`src/rtl/lc_pkg.sv`:
```
package lc_pkg;
  localparam int LC_K    = 4;
  localparam int LC_LUTS = 8;

  function automatic int cfg_width(input int k, input int luts);
    return luts * (2 ** k) + 2 * (luts / 2) + 2 * (luts / 4) + 2 * luts;
  endfunction
endpackage

```
`src/rtl/lc_cfg_chain.sv`:
```
module lc_cfg_chain #(
  parameter int W = 156
) (
  input  logic         clk,
  input  logic         rst,
  input  logic         en,
  input  logic         din,
  output logic [W-1:0] q
);
  // configuration storage is deliberately not reset
  always_ff @(posedge clk) begin
    if (en) q <= {q[W-2:0], din};
  end


  shift_in_chk: assert property (@(posedge clk) disable iff (rst)
    en |=> (q[0] == $past(din)));

  hold_chk: assert property (@(posedge clk) disable iff (rst)
    !en |=> $stable(q));
endmodule

```
`src/rtl/lc_lut.sv`:
```
module lc_lut #(
  parameter int K = 4,
  localparam int D = 2 ** K
) (
  input  logic [D-1:0] tt,
  input  logic [K-1:0] a,
  output logic         y
);
  assign y = tt[a];
endmodule

```
`src/rtl/lc_half.sv`:
```
module lc_half #(
  parameter int K = 4,
  localparam int D = 2 ** K
) (
  input  logic           clk,
  input  logic           rst,
  input  logic [4*K-1:0] in_bus,
  input  logic [1:0]     sel,
  input  logic [4*D-1:0] tt,
  input  logic [1:0]     fuse,
  input  logic [1:0]     share_pair,
  input  logic           wide,
  input  logic           share_half,
  output logic [3:0]     cval
);
  logic [K-1:0] eff [4];
  logic [3:0]   ly;
  logic [1:0]   pm;
  logic         q_lo, q_hi, wy;

  for (genvar j = 0; j < 4; j++) begin : g_lut
    if (j == 0) begin : g_base
      assign eff[j] = in_bus[K-1:0];
    end else if (j % 2 == 1) begin : g_odd
      assign eff[j] = share_half        ? in_bus[K-1:0] :
                      share_pair[j / 2] ? in_bus[(j-1)*K +: K] :
                                          in_bus[j*K +: K];
    end else begin : g_even
      assign eff[j] = share_half ? in_bus[K-1:0] : in_bus[j*K +: K];
    end
    lc_lut #(.K(K)) u_lut (.tt(tt[j*D +: D]), .a(eff[j]), .y(ly[j]));
  end

  for (genvar m = 0; m < 2; m++) begin : g_pair
    assign pm[m] = sel[m] ? ly[2*m+1] : ly[2*m];
  end

  // wide tree: low select picks within pairs, high select picks the pair
  assign q_lo = sel[0] ? ly[1] : ly[0];
  assign q_hi = sel[0] ? ly[3] : ly[2];
  assign wy   = sel[1] ? q_hi  : q_lo;

  assign cval[0] = fuse[0] ? pm[0] : ly[0];
  assign cval[1] = ly[1];
  assign cval[2] = fuse[1] ? pm[1] : ly[2];
  assign cval[3] = wide    ? wy    : ly[3];


  tie_chk: assert property (@(posedge clk) disable iff (rst)
    share_half |-> (eff[1] == in_bus[K-1:0] && eff[2] == in_bus[K-1:0]
                    && eff[3] == in_bus[K-1:0]));

  odd_keep_chk: assert property (@(posedge clk) disable iff (rst)
    cval[1] == ly[1]);

  fuse_pick_chk: assert property (@(posedge clk) disable iff (rst)
    (fuse[0] && sel[0]) |-> (cval[0] == ly[1]));

  wide_pick_chk: assert property (@(posedge clk) disable iff (rst)
    (wide && sel == 2'b10) |-> (cval[3] == ly[2]));
endmodule

```
`src/rtl/lut_cluster.sv`:
```
module lut_cluster #(
  parameter int K    = lc_pkg::LC_K,
  parameter int LUTS = lc_pkg::LC_LUTS
) (
  input  logic            clk,
  input  logic            rst,
  input  logic            cfg_en,
  input  logic            cfg_din,
  input  logic [LUTS*K-1:0] lut_in,
  input  logic [LUTS/2-1:0] pair_sel,
  input  logic [LUTS-1:0] dir_in,
  output logic [LUTS-1:0] cell_out
);
  localparam int D        = 2 ** K;
  localparam int TT_W     = LUTS * D;
  localparam int PAIRS    = LUTS / 2;
  localparam int HALVES   = LUTS / 4;
  localparam int OFF_FUSE = TT_W;
  localparam int OFF_SP   = OFF_FUSE + PAIRS;
  localparam int OFF_WIDE = OFF_SP + PAIRS;
  localparam int OFF_SH   = OFF_WIDE + HALVES;
  localparam int OFF_FF   = OFF_SH + HALVES;
  localparam int OFF_RS   = OFF_FF + LUTS;
  localparam int CFG_W    = lc_pkg::cfg_width(K, LUTS);

  logic [CFG_W-1:0]  cfg;
  logic [LUTS-1:0]   cval;
  logic [LUTS-1:0]   ff_q;
  logic [LUTS-1:0]   ff_src, rs;

  lc_cfg_chain #(.W(CFG_W)) u_cfg (
    .clk(clk), .rst(rst), .en(cfg_en), .din(cfg_din), .q(cfg)
  );

  assign ff_src = cfg[OFF_FF +: LUTS];
  assign rs     = cfg[OFF_RS +: LUTS];

  for (genvar h = 0; h < HALVES; h++) begin : g_half
    lc_half #(.K(K)) u_half (
      .clk(clk),
      .rst(rst),
      .in_bus(lut_in[h*4*K +: 4*K]),
      .sel(pair_sel[2*h +: 2]),
      .tt(cfg[h*4*D +: 4*D]),
      .fuse(cfg[OFF_FUSE + 2*h +: 2]),
      .share_pair(cfg[OFF_SP + 2*h +: 2]),
      .wide(cfg[OFF_WIDE + h]),
      .share_half(cfg[OFF_SH + h]),
      .cval(cval[4*h +: 4])
    );
  end

  always_ff @(posedge clk) begin
    if (rst) begin
      ff_q <= '0;
    end else begin
      for (int i = 0; i < LUTS; i++) begin
        ff_q[i] <= ff_src[i] ? dir_in[i] : cval[i];
      end
    end
  end

  assign cell_out = (ff_q & rs) | (cval & ~rs);


  rst_clear_chk: assert property (@(posedge clk)
    rst |=> ((cell_out & rs) == '0));

  for (genvar i = 0; i < LUTS; i++) begin : g_chk

    dir_capture_chk: assert property (@(posedge clk) disable iff (rst)
      (!cfg_en && rs[i] && ff_src[i]) |=> (cell_out[i] == $past(dir_in[i])));
  end
endmodule

```
`config.mk`:
```
export PLATFORM = sky130hd
export DESIGN_NAME = lut_cluster
export DESIGN_NICKNAME = d
export VERILOG_FILES = /design/src/rtl/lc_pkg.sv /design/src/rtl/lc_cfg_chain.sv /design/src/rtl/lc_lut.sv /design/src/rtl/lc_half.sv /design/src/rtl/lut_cluster.sv
export SDC_FILE = /design/constraint.sdc
export NUM_CORES = 1
export LEC_CHECK = 0
export BUFFER_PORTS_ARGS = -buffer_cell sky130_fd_sc_hd__buf_2
export CAP_MARGIN = 10
export CORE_MARGIN = 10
export CORE_UTILIZATION = 59
export DETAILED_ROUTE_END_ITERATION = 10
export GPL_TIMING_DRIVEN = 1
export PLACE_DENSITY = 0.88
export SYNTH_ARGS = -nofsm -noshare
export SYNTH_HDL_FRONTEND = slang
export SYNTH_HIERARCHICAL = 1
export SYNTH_SLANG_ARGS = --single-unit
```
`constraint.sdc`:
```
create_clock -name clk -period 4.8 [get_ports clk]
set_clock_uncertainty 0.2 [all_clocks]
set_input_delay 1.2 -clock clk [delete_from_list [all_inputs] [get_ports clk]]
set_output_delay 1.2 -clock clk [all_outputs]
set_load 0.05 [all_outputs]
```
==> impl_metrics.csv, run 1 <==
group,metric,value,unit
hold_path,min_to,"u_cfg/q[50]$_DFFE_PP_",
layout,layout.nets,452,
synthesis,synth.most_common_cell,"edfxtp_1",
timing,worst_pin_slew,0.857,ns
hold_path,whs_path_depth,0,
place,port_buffers,55,
clock_tree,root_buffer,"clkbuf_16",
route,vias,3334,
synthesis,synth_cells,323,
timing,period_share,100,%
place,place.gp.congestion,0.800,
power_and_ir_drop,power.internal,2.71,mW
layout,multi_input_area,1810,um^2
timing,setup_viol,0,
synthesis,yosys_warnings,6,
setup_path,end_kind,"output pin",
clock_tree,cts.sinks,164,
global_routing,antenna_found_initial,0,
clock_tree,cts_tree,"yes",
layout,syn_to_final_growth,18.0,%
floorplan,num_rows,38,
power_and_ir_drop,p_leak,3.01,nW
floorplan,start_util,60.9,%
power_and_ir_drop,p_sw,762,uW
synthesis,syn-num-nets,371,
timing,setup_ws,0.00222,ns
synthesis,ys_types,17,
layout,regArea,4840,um^2
global_routing,grt_max_degree,95,
global_routing,overflow,0,
floorplan,die-area,16000,um^2
setup_path,reg2reg_to,"ff_q[2]$_SDFF_PP0_",
clock_tree,clock_latency,0.43,ns
synthesis,synth_edf_count,156,
timing,fin_crit,4.80,ns
synthesis,synth-async-reset-ratio,0,%
synthesis,synth_area,6690,um^2
clock_tree,cts_hold_buf,0,
route,first_iter_violations,429,
setup_path,critPathArrivalTime,3.40,ns
power_and_ir_drop,powerDensity,440,nW/um^2
global_routing,grt_usage,15.8,%
place,dp_hpwl,8.02,mm
setup_path,rr_startpoint,"u_cfg/q[133]$_DFFE_PP_",
clock_tree,clk_pin_slew,0.06,ns
clock_tree,clockBufferDepth,2,
setup_path,start_kind,"primary input",
synthesis,yosys-top-cells-area,"edfxtp_1 (70%), mux4_1 (13%), mux2i_1 (6.3%)",
power_and_ir_drop,ir_drop,444,uV
route,dr.pass1.iters,4,
route,wl,12.4,mm
layout,num_antenna_cells,0,
setup_path,crit_chain,"buf_2 -> mux2i_1 -> o21ai_1 -> buf_4 -> mux4_1 -> mux2i_1 -> mux2i_2 -> mux2_2 -> mux2_4 -> buf_4",
clock_tree,htreeDepth,4,
synthesis,synth_top_area_share,70.1,%
setup_path,worstSetupPathType,"in2out",
global_routing,grt_pass1_vias,3508,
timing,max_freq,0.208,GHz
setup_path,reg2reg_depth,9,
power_and_ir_drop,p_total,3.47,mW
setup_path,critPathRequiredTime,3.40,ns
clock_tree,cts_made_buffers,17,
place,dpl_worst_slack,-0.00814,ns
global_routing,grt_pass1_wl,19.5,mm
run_status,status,"finished, final reports clean",
setup_path,path_buf_inv,3,
power_and_ir_drop,swShare,22.0,%
synthesis,synthTopCellsByCount,"edfxtp_1 (156), mux2i_1 (42), mux4_1 (32), mux2_4 (16), o21ai_0 (16)",
setup_path,crit_slowest_cell,"mux4_1",
power_and_ir_drop,p_seq_share,49.2,%
floorplan,die_w,126,um
timing,max_slew_margin,42.9,%
route,avgViaCountPerCell,5.99,
power_and_ir_drop,comb_power_share,10.2,%
setup_path,path_delay_family,"multiplexers",
route,post_drt_wl_per_cell,22.2,um
floorplan,ios,56,
hold_path,min_path_type,"reg2reg",
synthesis,ys_seq_area_share,72.5,%
synthesis,synth.largest_area_cell,"edfxtp_1",
setup_path,startpoint,"lut_in[8]",
power_and_ir_drop,clock_power_share,40.6,%
layout,drive_above_1_share,31.4,%
synthesis,synth-main-ff-cell,"edfxtp_1",
flow_run,maxCapViolCount,0,
route,drc,0,
setup_path,regToRegSetupSlack,1.98,ns
setup_path,critPathMaxStageDelay,0.58,ns
timing,hold_viol,0,
synthesis,ys_ff_latch,164,
setup_path,crit_path_max_fanout,4,
synthesis,syn_avg_cell_area,20.7,um^2
layout,fillers,604,
floorplan,die_h,126,um
hold_path,hp-start,"u_cfg/q[49]$_DFFE_PP_",
floorplan,core_area,11000,um^2
timing,maxSlewViolCount,0,
clock_tree,post_cts_buffers,0,
route,drtAntennaViolNets,0,
==> routing by layer <==
layer	vias to the layer above	track usage [%]	routed length [um]
met5	-	0	0
met4	0	7.10	239
met3	24	4.54	724
met2	107	24.4	6190
met1	1703	20.4	5240
li1	1500	-	-
==> layout make-up <==
type	count	share of cell area (%)
inverters	10	0.476
clock buffers	22	5.76
multi-input cells	142	22.9
well taps	140	2.22
clock inverters	10	1.97
flip-flops and latches	164	61.4
repair buffers	69	5.23
==> flip-flops by register name, summed over array words and instances (netlist names) <==
signal	flops
ff_q	8
u_cfg/q	156
==> cell usage in the layout (no fill, tap or decap) <==
cell        instances
clkbuf_8            1
bufinv_16           4
a21oi_2             1
mux2i_2             2
a311oi_1            1
nor3_2              2
o21ai_1             4
inv_1              10
buf_2              50
mux2_4             16
a311oi_2            1
mux2_2              2
nor2_4              2
dfxtp_1             8
edfxtp_1          156
mux4_1             27
mux4_2              5
a21oi_1             3
o21ai_0            12
clkinv_2            4
buf_12              1
mux2i_4             3
mux2i_1            37
clkbuf_1            4
buf_4              16
clkinvlp_4          2
clkbuf_16          17
nand2_1            14
buf_6               2
nor2_1             10
==> power groups by stage <==
stage               Clock, mW  Combinational, mW  Sequential, mW
finish                   1.41              0.352            1.71
global route             1.48              0.374            1.72
CTS                      1.43              0.329            1.71
detailed placement          0              0.323            1.73
global placement            0              0.311            1.73
floorplan                   0              0.214            1.71
==> how the worst max path moves through the flow <==
stage | endpoint | depth (start not counted)
finish | cell_out[2] | 10
global route | cell_out[0] | 9
CTS | cell_out[6] | 10
detailed placement | cell_out[7] | 10
global placement | cell_out[2] | 10
floorplan | cell_out[2] | 7
==> timing repair <==
item | CTS | global route
resized for setup | 4 | 26
endpoints found under the hold margin | 0 | 0
endpoints found under the setup margin | 2 | 4
pin swaps | 0 | 0
==> worst reg2reg max path, stage by stage, from the launching register on <==
cell and delay (ns):
edfxtp_1 0.52, mux2i_1 0.17, o21ai_1 0.12, buf_4 0.16
mux4_1 0.58, mux2i_1 0.26, mux2i_2 0.16, mux2_2 0.31
mux2i_1 0.17, nor2_1 0.07
==> stage by stage <==
stage	hold slack [ns]	cells	TNS [ns]	utilization, %	cell area [um^2]
final	0.238	557	0	71.8	7890
after global routing	0.255	557	-0.201	71.8	7890
after CTS	0.237	557	0	71.4	7840
after detailed placement	0.223	525	-0.00814	65.7	7220
after global placement	0.223	525	0	65.7	7220
after floorplan	0.217	323	0	-	6690
==> logic make-up after synthesis <==
logic type             Yosys count  share of synthesized area (%)
AND/OR/NAND/NOR                 28                           1.83
buffers and inverters           17                           1.16
AO/OA/AOI/OAI                   22                           1.76
flip-flops                     164                           72.5
multiplexers                    92                           22.8
Note: power is estimated with default switching activity, not from simulation.
==> run 2: changes to the inputs <==
Settings changed: CORE_ASPECT_RATIO from default to 1.5.
==> run 2 against run 1 <==
Non-clock buffer count rose by 4. Largest power group unchanged. Global-route usage increased by 0.46 points. Utilization shrank 0.11 points. Die area rose by 0.55%. Maximum frequency rose by 1.7%. Sequential power about the same.
==> impl_metrics.csv, run 2 (synthesis results as in run 1) <==
group,metric,value,unit
setup_path,path_buf_inv,3,
layout,syn_to_final_growth,18.6,%
timing,whs,0.246,ns
setup_path,start_kind,"primary input",
clock_tree,clockBufferDepth,2,
timing,finalSetupTns,0,ns
timing,fin_crit,4.72,ns
setup_path,rr_startpoint,"u_cfg/q[135]$_DFFE_PP_",
setup_path,end_kind,"output pin",
setup_path,reg2reg_to,"ff_q[6]$_SDFF_PP0_",
global_routing,grt_max_degree,97,
place,dp_hpwl,8.41,mm
flow_run,maxCapViolCount,0,
setup_path,critPathCapture,"cell_out[6]",
timing,max_freq,0.212,GHz
layout,layout_commonest_cell,"edfxtp_1",
setup_path,reg2reg_depth,9,
route,drtAntennaViolNets,0,
layout,largest_reg_flops,156,
setup_path,path_delay_family,"multiplexers",
floorplan,start_util,60.5,%
floorplan,die_w,107,um
global_routing,grt_usage,16.3,%
timing,max_slew_margin,43.5,%
global_routing,grt_pass1_wl,19.7,mm
floorplan,ios,56,
route,vias,3343,
layout,num_antenna_cells,0,
setup_path,critPathMaxStageDelay,0.56,ns
place,placed_cells,532,
timing,worst_pin_slew,0.847,ns
power_and_ir_drop,p_leak,3.00,nW
timing,setup_viol,0,
timing,rsz0062_at_grt,"true",
place,port_buffers,55,
setup_path,crit_chain,"buf_2 -> mux2i_1 -> o21ai_2 -> buf_6 -> mux4_1 -> mux2i_1 -> mux2i_2 -> mux2_2 -> mux2_4 -> buf_6",
global_routing,overflow,0,
route,drc,0,
layout,final_cell_mix,"edfxtp_1 (156), buf_2 (49), mux2i_1 (32)",
route,avgViaCountPerCell,5.89,
timing,hold_viol,0,
setup_path,cp.depth,10,
place,place.gp.congestion,0.826,
layout,layout.nets,456,
clock_tree,clock_latency,0.42,ns
route,first_iter_violations,210,
setup_path,startpoint,"lut_in[24]",
clock_tree,cts.sinks,164,
global_routing,antenna_found_initial,0,
clock_tree,htreeDepth,4,
route,dr.pass1.iters,5,
place,dpl_worst_slack,-0.232,ns
clock_tree,cts_tree,"yes",
floorplan,core_area,11100,um^2
setup_path,regToRegSetupSlack,2.05,ns
setup_path,critPathRequiredTime,3.40,ns
global_routing,grt_pass1_vias,3670,
power_and_ir_drop,powerDensity,440,nW/um^2
hold_path,min_path_type,"reg2reg",
layout,fin_area,7930,um^2
layout,reg_top3,"u_cfg/q: 156 flops, ff_q: 8 flops",
route,post_drt_wl_per_cell,22.4,um
run_status,status,"finished, final reports clean",
layout,layout.cells.non_filler,568,
floorplan,die-area,16100,um^2
clock_tree,cts_made_buffers,17,
floorplan,die_h,150,um
setup_path,crit_slowest_cell,"mux4_1",
setup_path,crit_path_max_fanout,4,
clock_tree,root_buffer,"clkbuf_16",
timing,period_share,98.3,%
layout,top_register,"u_cfg/q",
layout,drive_above_1_share,35.9,%
setup_path,critPathArrivalTime,3.32,ns
clock_tree,cts_hold_buf,0,
timing,setup_ws,0.0834,ns
power_and_ir_drop,p_total,3.49,mW
timing,maxSlewViolCount,0,
setup_path,worstSetupPathType,"in2out",
power_and_ir_drop,ir_drop,282,uV
floorplan,num_rows,47,
clock_tree,clk_pin_slew,0.06,ns
route,wl,12.7,mm
layout,final_core_util,71.7,%
place,dpl_cell_area,7230,um^2
run 2: cell types whose count changed in the layout (fill, tap and decap cells not counted), moves of 5 or more:
cell and delta:
mux2i_2 +8, mux2i_1 -5, mux4_1 -8, mux4_2 +8
run 2: per-layer routing:
layer  wire, um  global-route usage, %
met5          0                      0
met4        261                   6.79
met3        598                   4.49
met2       6970                   27.8
met1       4860                   18.8
run 2: how the worst min path moves through the flow:
stage	slack (ns)	to	from	cells past startpoint
after detailed placement	0.23	u_cfg/q[122]$_DFFE_PP_	u_cfg/q[121]$_DFFE_PP_	0
after floorplan	0.22	u_cfg/q[102]$_DFFE_PP_	u_cfg/q[101]$_DFFE_PP_	0
after global routing	0.25	u_cfg/q[74]$_DFFE_PP_	u_cfg/q[73]$_DFFE_PP_	0
final	0.25	u_cfg/q[74]$_DFFE_PP_	u_cfg/q[73]$_DFFE_PP_	0
after CTS	0.24	u_cfg/q[43]$_DFFE_PP_	u_cfg/q[42]$_DFFE_PP_	0
after global placement	0.22	u_cfg/q[66]$_DFFE_PP_	u_cfg/q[65]$_DFFE_PP_	0
run 2: power breakdown:
group | total (mW) | internal, mW | switching [mW]
Sequential | 1.71 | 1.66 | 0.0475
Clock | 1.42 | 0.870 | 0.549
Combinational | 0.364 | 0.175 | 0.189
run 2: layout make-up:
| type | count | area (um^2) |
|---|---|---|
| Clock buffer | 19 | 433 |
| Clock inverter | 13 | 181 |
| Fill cell | 696 | 3130 |
| Inverter | 10 | 37.5 |
| Multi-Input combinational cell | 142 | 1790 |
| Sequential cell | 164 | 4840 |
| Tap cell | 147 | 184 |
| Timing Repair Buffer | 73 | 457 |
run 2: timing repair:
| item | CTS | global route |
|---|---|---|
| setup buffers | 1 | 3 |
| gates resized for setup | 21 | 27 |
| setup endpoints to repair | 5 | 5 |
| cloned | 0 | 0 |
| pin swaps | 1 | 3 |
==> run 3: changes to the inputs <==
Settings changed: ABC_AREA from default to 1, CORE_UTILIZATION 59 to 60, PLACE_DENSITY 0.88 to 0.89.
==> run 3 against run 2 <==
Cell area is 8.1% higher. Setup slack better by 0.033 ns. Utilization is 0.74 points lower. Largest power group unchanged. Highest routed layer unchanged.
==> impl_metrics.csv, run 3 <==
group,metric,value,unit
power_and_ir_drop,p_seq_share,48.5,%
synthesis,synth-async-reset-ratio,0,%
layout,regArea,4840,um^2
synthesis,synth_area,7460,um^2
route,wl_met3,1.12,mm
timing,whs,0.245,ns
global_routing,antenna_found_initial,1,
synthesis,synth-main-ff-cell,"edfxtp_1",
setup_path,crit_slowest_cell,"clkbuf_4",
synthesis,ys_ff_latch,164,
power_and_ir_drop,powerDensity,412,nW/um^2
route,dr.pass1.iters,5,
global_routing,grt_usage,18.5,%
setup_path,critPathArrivalTime,3.28,ns
setup_path,end_kind,"output pin",
timing,worst_pin_slew,0.876,ns
floorplan,num_rows,49,
synthesis,ys_seq_area_share,64.9,%
setup_path,crit_path_max_fanout,11,
setup_path,crit_top_cell,"nand3_1",
power_and_ir_drop,p_sw,874,uW
floorplan,die_w,111,um
place,dpl_cell_area,7890,um^2
layout,layout.nets,873,
route,wl_met2,8.40,mm
layout,syn_to_final_growth,14.9,%
layout,fin_area,8570,um^2
setup_path,critPathRequiredTime,3.40,ns
route,post_drt_wl_per_cell,16.1,um
clock_tree,cts_made_buffers,17,
layout,final_cell_mix,"nand2_1 (197), edfxtp_1 (156), inv_1 (140)",
timing,setup_viol,0,
global_routing,grt_pass1_wl,25.9,mm
setup_path,regToRegSetupSlack,2.18,ns
synthesis,synth_edf_count,156,
floorplan,ios,56,
synthesis,ys_types,12,
synthesis,synth.largest_area_cell,"edfxtp_1",
setup_path,path_buf_inv,5,
power_and_ir_drop,clock_power_share,40.9,%
floorplan,start_util,61.8,%
setup_path,critPathMaxStageDelay,0.27,ns
timing,maxSlewViolCount,0,
place,place.gp.congestion,0.816,
timing,fin_crit,4.68,ns
route,drc,0,
route,met1_length,5.93,mm
global_routing,overflow,0,
clock_tree,cts.sinks,164,
synthesis,synth.most_common_cell,"nand2_1",
timing,hold_viol,0,
synthesis,synth_cells,747,
hold_path,min_path_type,"reg2reg",
setup_path,worstSetupPathType,"in2out",
place,placed_cells,954,
power_and_ir_drop,swShare,24.7,%
floorplan,die-area,17400,um^2
clock_tree,clk_pin_slew,0.07,ns
layout,top_register,"u_cfg/q",
layout,layout_commonest_cell,"nand2_1",
setup_path,start_kind,"primary input",
run_status,status,"finished, final reports clean",
clock_tree,cts_tree,"yes",
route,wl,16.0,mm
power_and_ir_drop,comb_power_share,10.6,%
floorplan,core_area,12100,um^2
power_and_ir_drop,power.internal,2.66,mW
setup_path,crit_chain,"clkbuf_4 -> o21ai_0 -> nand2_2 -> buf_4 -> nand2_1 -> nand3_1 -> nand3_1 -> nand3_1 -> nand2_2 -> inv_1 -> nand2_1 -> nand3_1 -> o21ai_0 -> inv_1 -> o21ai_0 -> clkbuf_4",
clock_tree,clock_latency,0.42,ns
flow_run,maxCapViolCount,0,
power_and_ir_drop,ir_drop,278,uV
synthesis,yosys-top-cells-area,"edfxtp_1 (63%), nand2_1 (10%), inv_1 (7.0%)",
layout,layout.cells.non_filler,992,
layout,fillers,794,
clock_tree,clockBufferDepth,2,
setup_path,path_delay_family,"simple AND/OR/NAND/NOR gates",
clock_tree,htreeDepth,4,
timing,max_freq,0.214,GHz
global_routing,grt_pass1_vias,5438,
layout,multi_input_area,1820,um^2
synthesis,synth_top_area_share,62.8,%
place,port_buffers,55,
global_routing,grt_max_degree,99,
place,dp_hpwl,10.5,mm
synthesis,syn_avg_cell_area,9.99,um^2
timing,period_share,97.6,%
clock_tree,root_buffer,"clkbuf_16",
layout,reg_top3,"u_cfg/q: 156 flops, ff_q: 8 flops",
synthesis,syn-num-nets,795,
layout,drive_above_1_share,20.3,%
floorplan,die_h,157,um
synthesis,yosys_warnings,6,
power_and_ir_drop,p_leak,3.95,nW
timing,max_slew_margin,41.6,%
route,avgViaCountPerCell,5.39,
layout,largest_reg_flops,156,
route,drtAntennaViolNets,0,
synthesis,synthTopCellsByCount,"nand2_1 (200), edfxtp_1 (156), inv_1 (140), nand3_1 (102), o21ai_0 (46)",
route,topRoutingLayerUsed,"met4",
route,first_iter_violations,503,
route,vias,5344,
[run 3: cell count changes after synthesis, moves of 32 or more]
| cell | change |
|---|---|
| nand2_1 | +186 |
| inv_1 | +130 |
| nand3_1 | +102 |
| mux2i_1 | -42 |
| nand2_2 | +40 |
| mux4_1 | -32 |
[run 3: cell families after synthesis]
| family | count (synthesis) | synth area share, % |
|---|---|---|
| AND/OR/NAND/NOR | 360 | 21.2 |
| AO/OA/AOI/OAI | 46 | 3.09 |
| flip-flops | 164 | 64.9 |
| buffers and inverters | 177 | 10.8 |
[run 3: layout make-up]
type,instances,area share (%)
diodes,1,0.0292
clock buffers,17,4.96
clock inverters,15,2.36
inverters,165,7.92
multi-input cells,406,21.2
flip-flops and latches,164,56.5
well taps,153,2.23
repair buffers,71,4.80
[run 3: per-stage QoR]
stage	worst slack (ns)	total power, mW	util (%)	setup TNS, ns
global placement	0.163	2.08	65.3	0
floorplan	0.0942	1.97	-	0
CTS	0.0274	3.54	70.5	0
finish	0.116	3.53	71.0	0
global route	-0.0426	3.65	71.0	-0.0755
detailed placement	0.0598	2.10	65.3	0
[run 3: repair_timing]
action	in CTS	in global routing
resized for setup	0	8
setup buffers	0	5
hold buffers	0	0
setup endpoints to repair	0	4
[run 3: metal layers]
layer / track usage (%) / up-vias
met3: 4.40 / 48
met1: 20.0 / 2505
li1: - / 2550
met5: 0 / -
met4: 8.35 / 0
met2: 33.5 / 241
[run 3: worst paths after layout]
kind	end	start	depth (start not counted)
setup / recovery	cell_out[4]	lut_in[16]	16
hold reg to reg	u_cfg/q[86]$_DFFE_PP_	u_cfg/q[85]$_DFFE_PP_	0
hold / removal	u_cfg/q[86]$_DFFE_PP_	u_cfg/q[85]$_DFFE_PP_	0
setup reg to reg	ff_q[3]$_SDFF_PP0_	u_cfg/q[138]$_DFFE_PP_	13
[run 3: power by group through the flow]
stage	clock [mW]	combinational (mW)	sequential, mW
2_1_floorplan	0	0.251	1.72
3_3_place_gp	0	0.341	1.74
3_5_place_dp	0	0.353	1.74
4_1_cts	1.46	0.360	1.72
5_1_grt	1.52	0.413	1.72
6_report	1.44	0.373	1.71
[run 3: worst reg2reg max path, cell delays in order (launching register included)]
cell	delay (ns)
edfxtp_1	0.50
buf_4	0.22
o21ai_0	0.43
inv_1	0.19
nand3_1	0.15
nand3_1	0.09
nand3_1	0.10
nand2_1	0.11
nand3_1	0.13
nand2_1	0.09
nand2_1	0.07
nand2_1	0.08
nor2_1	0.11
nor2_1	0.05
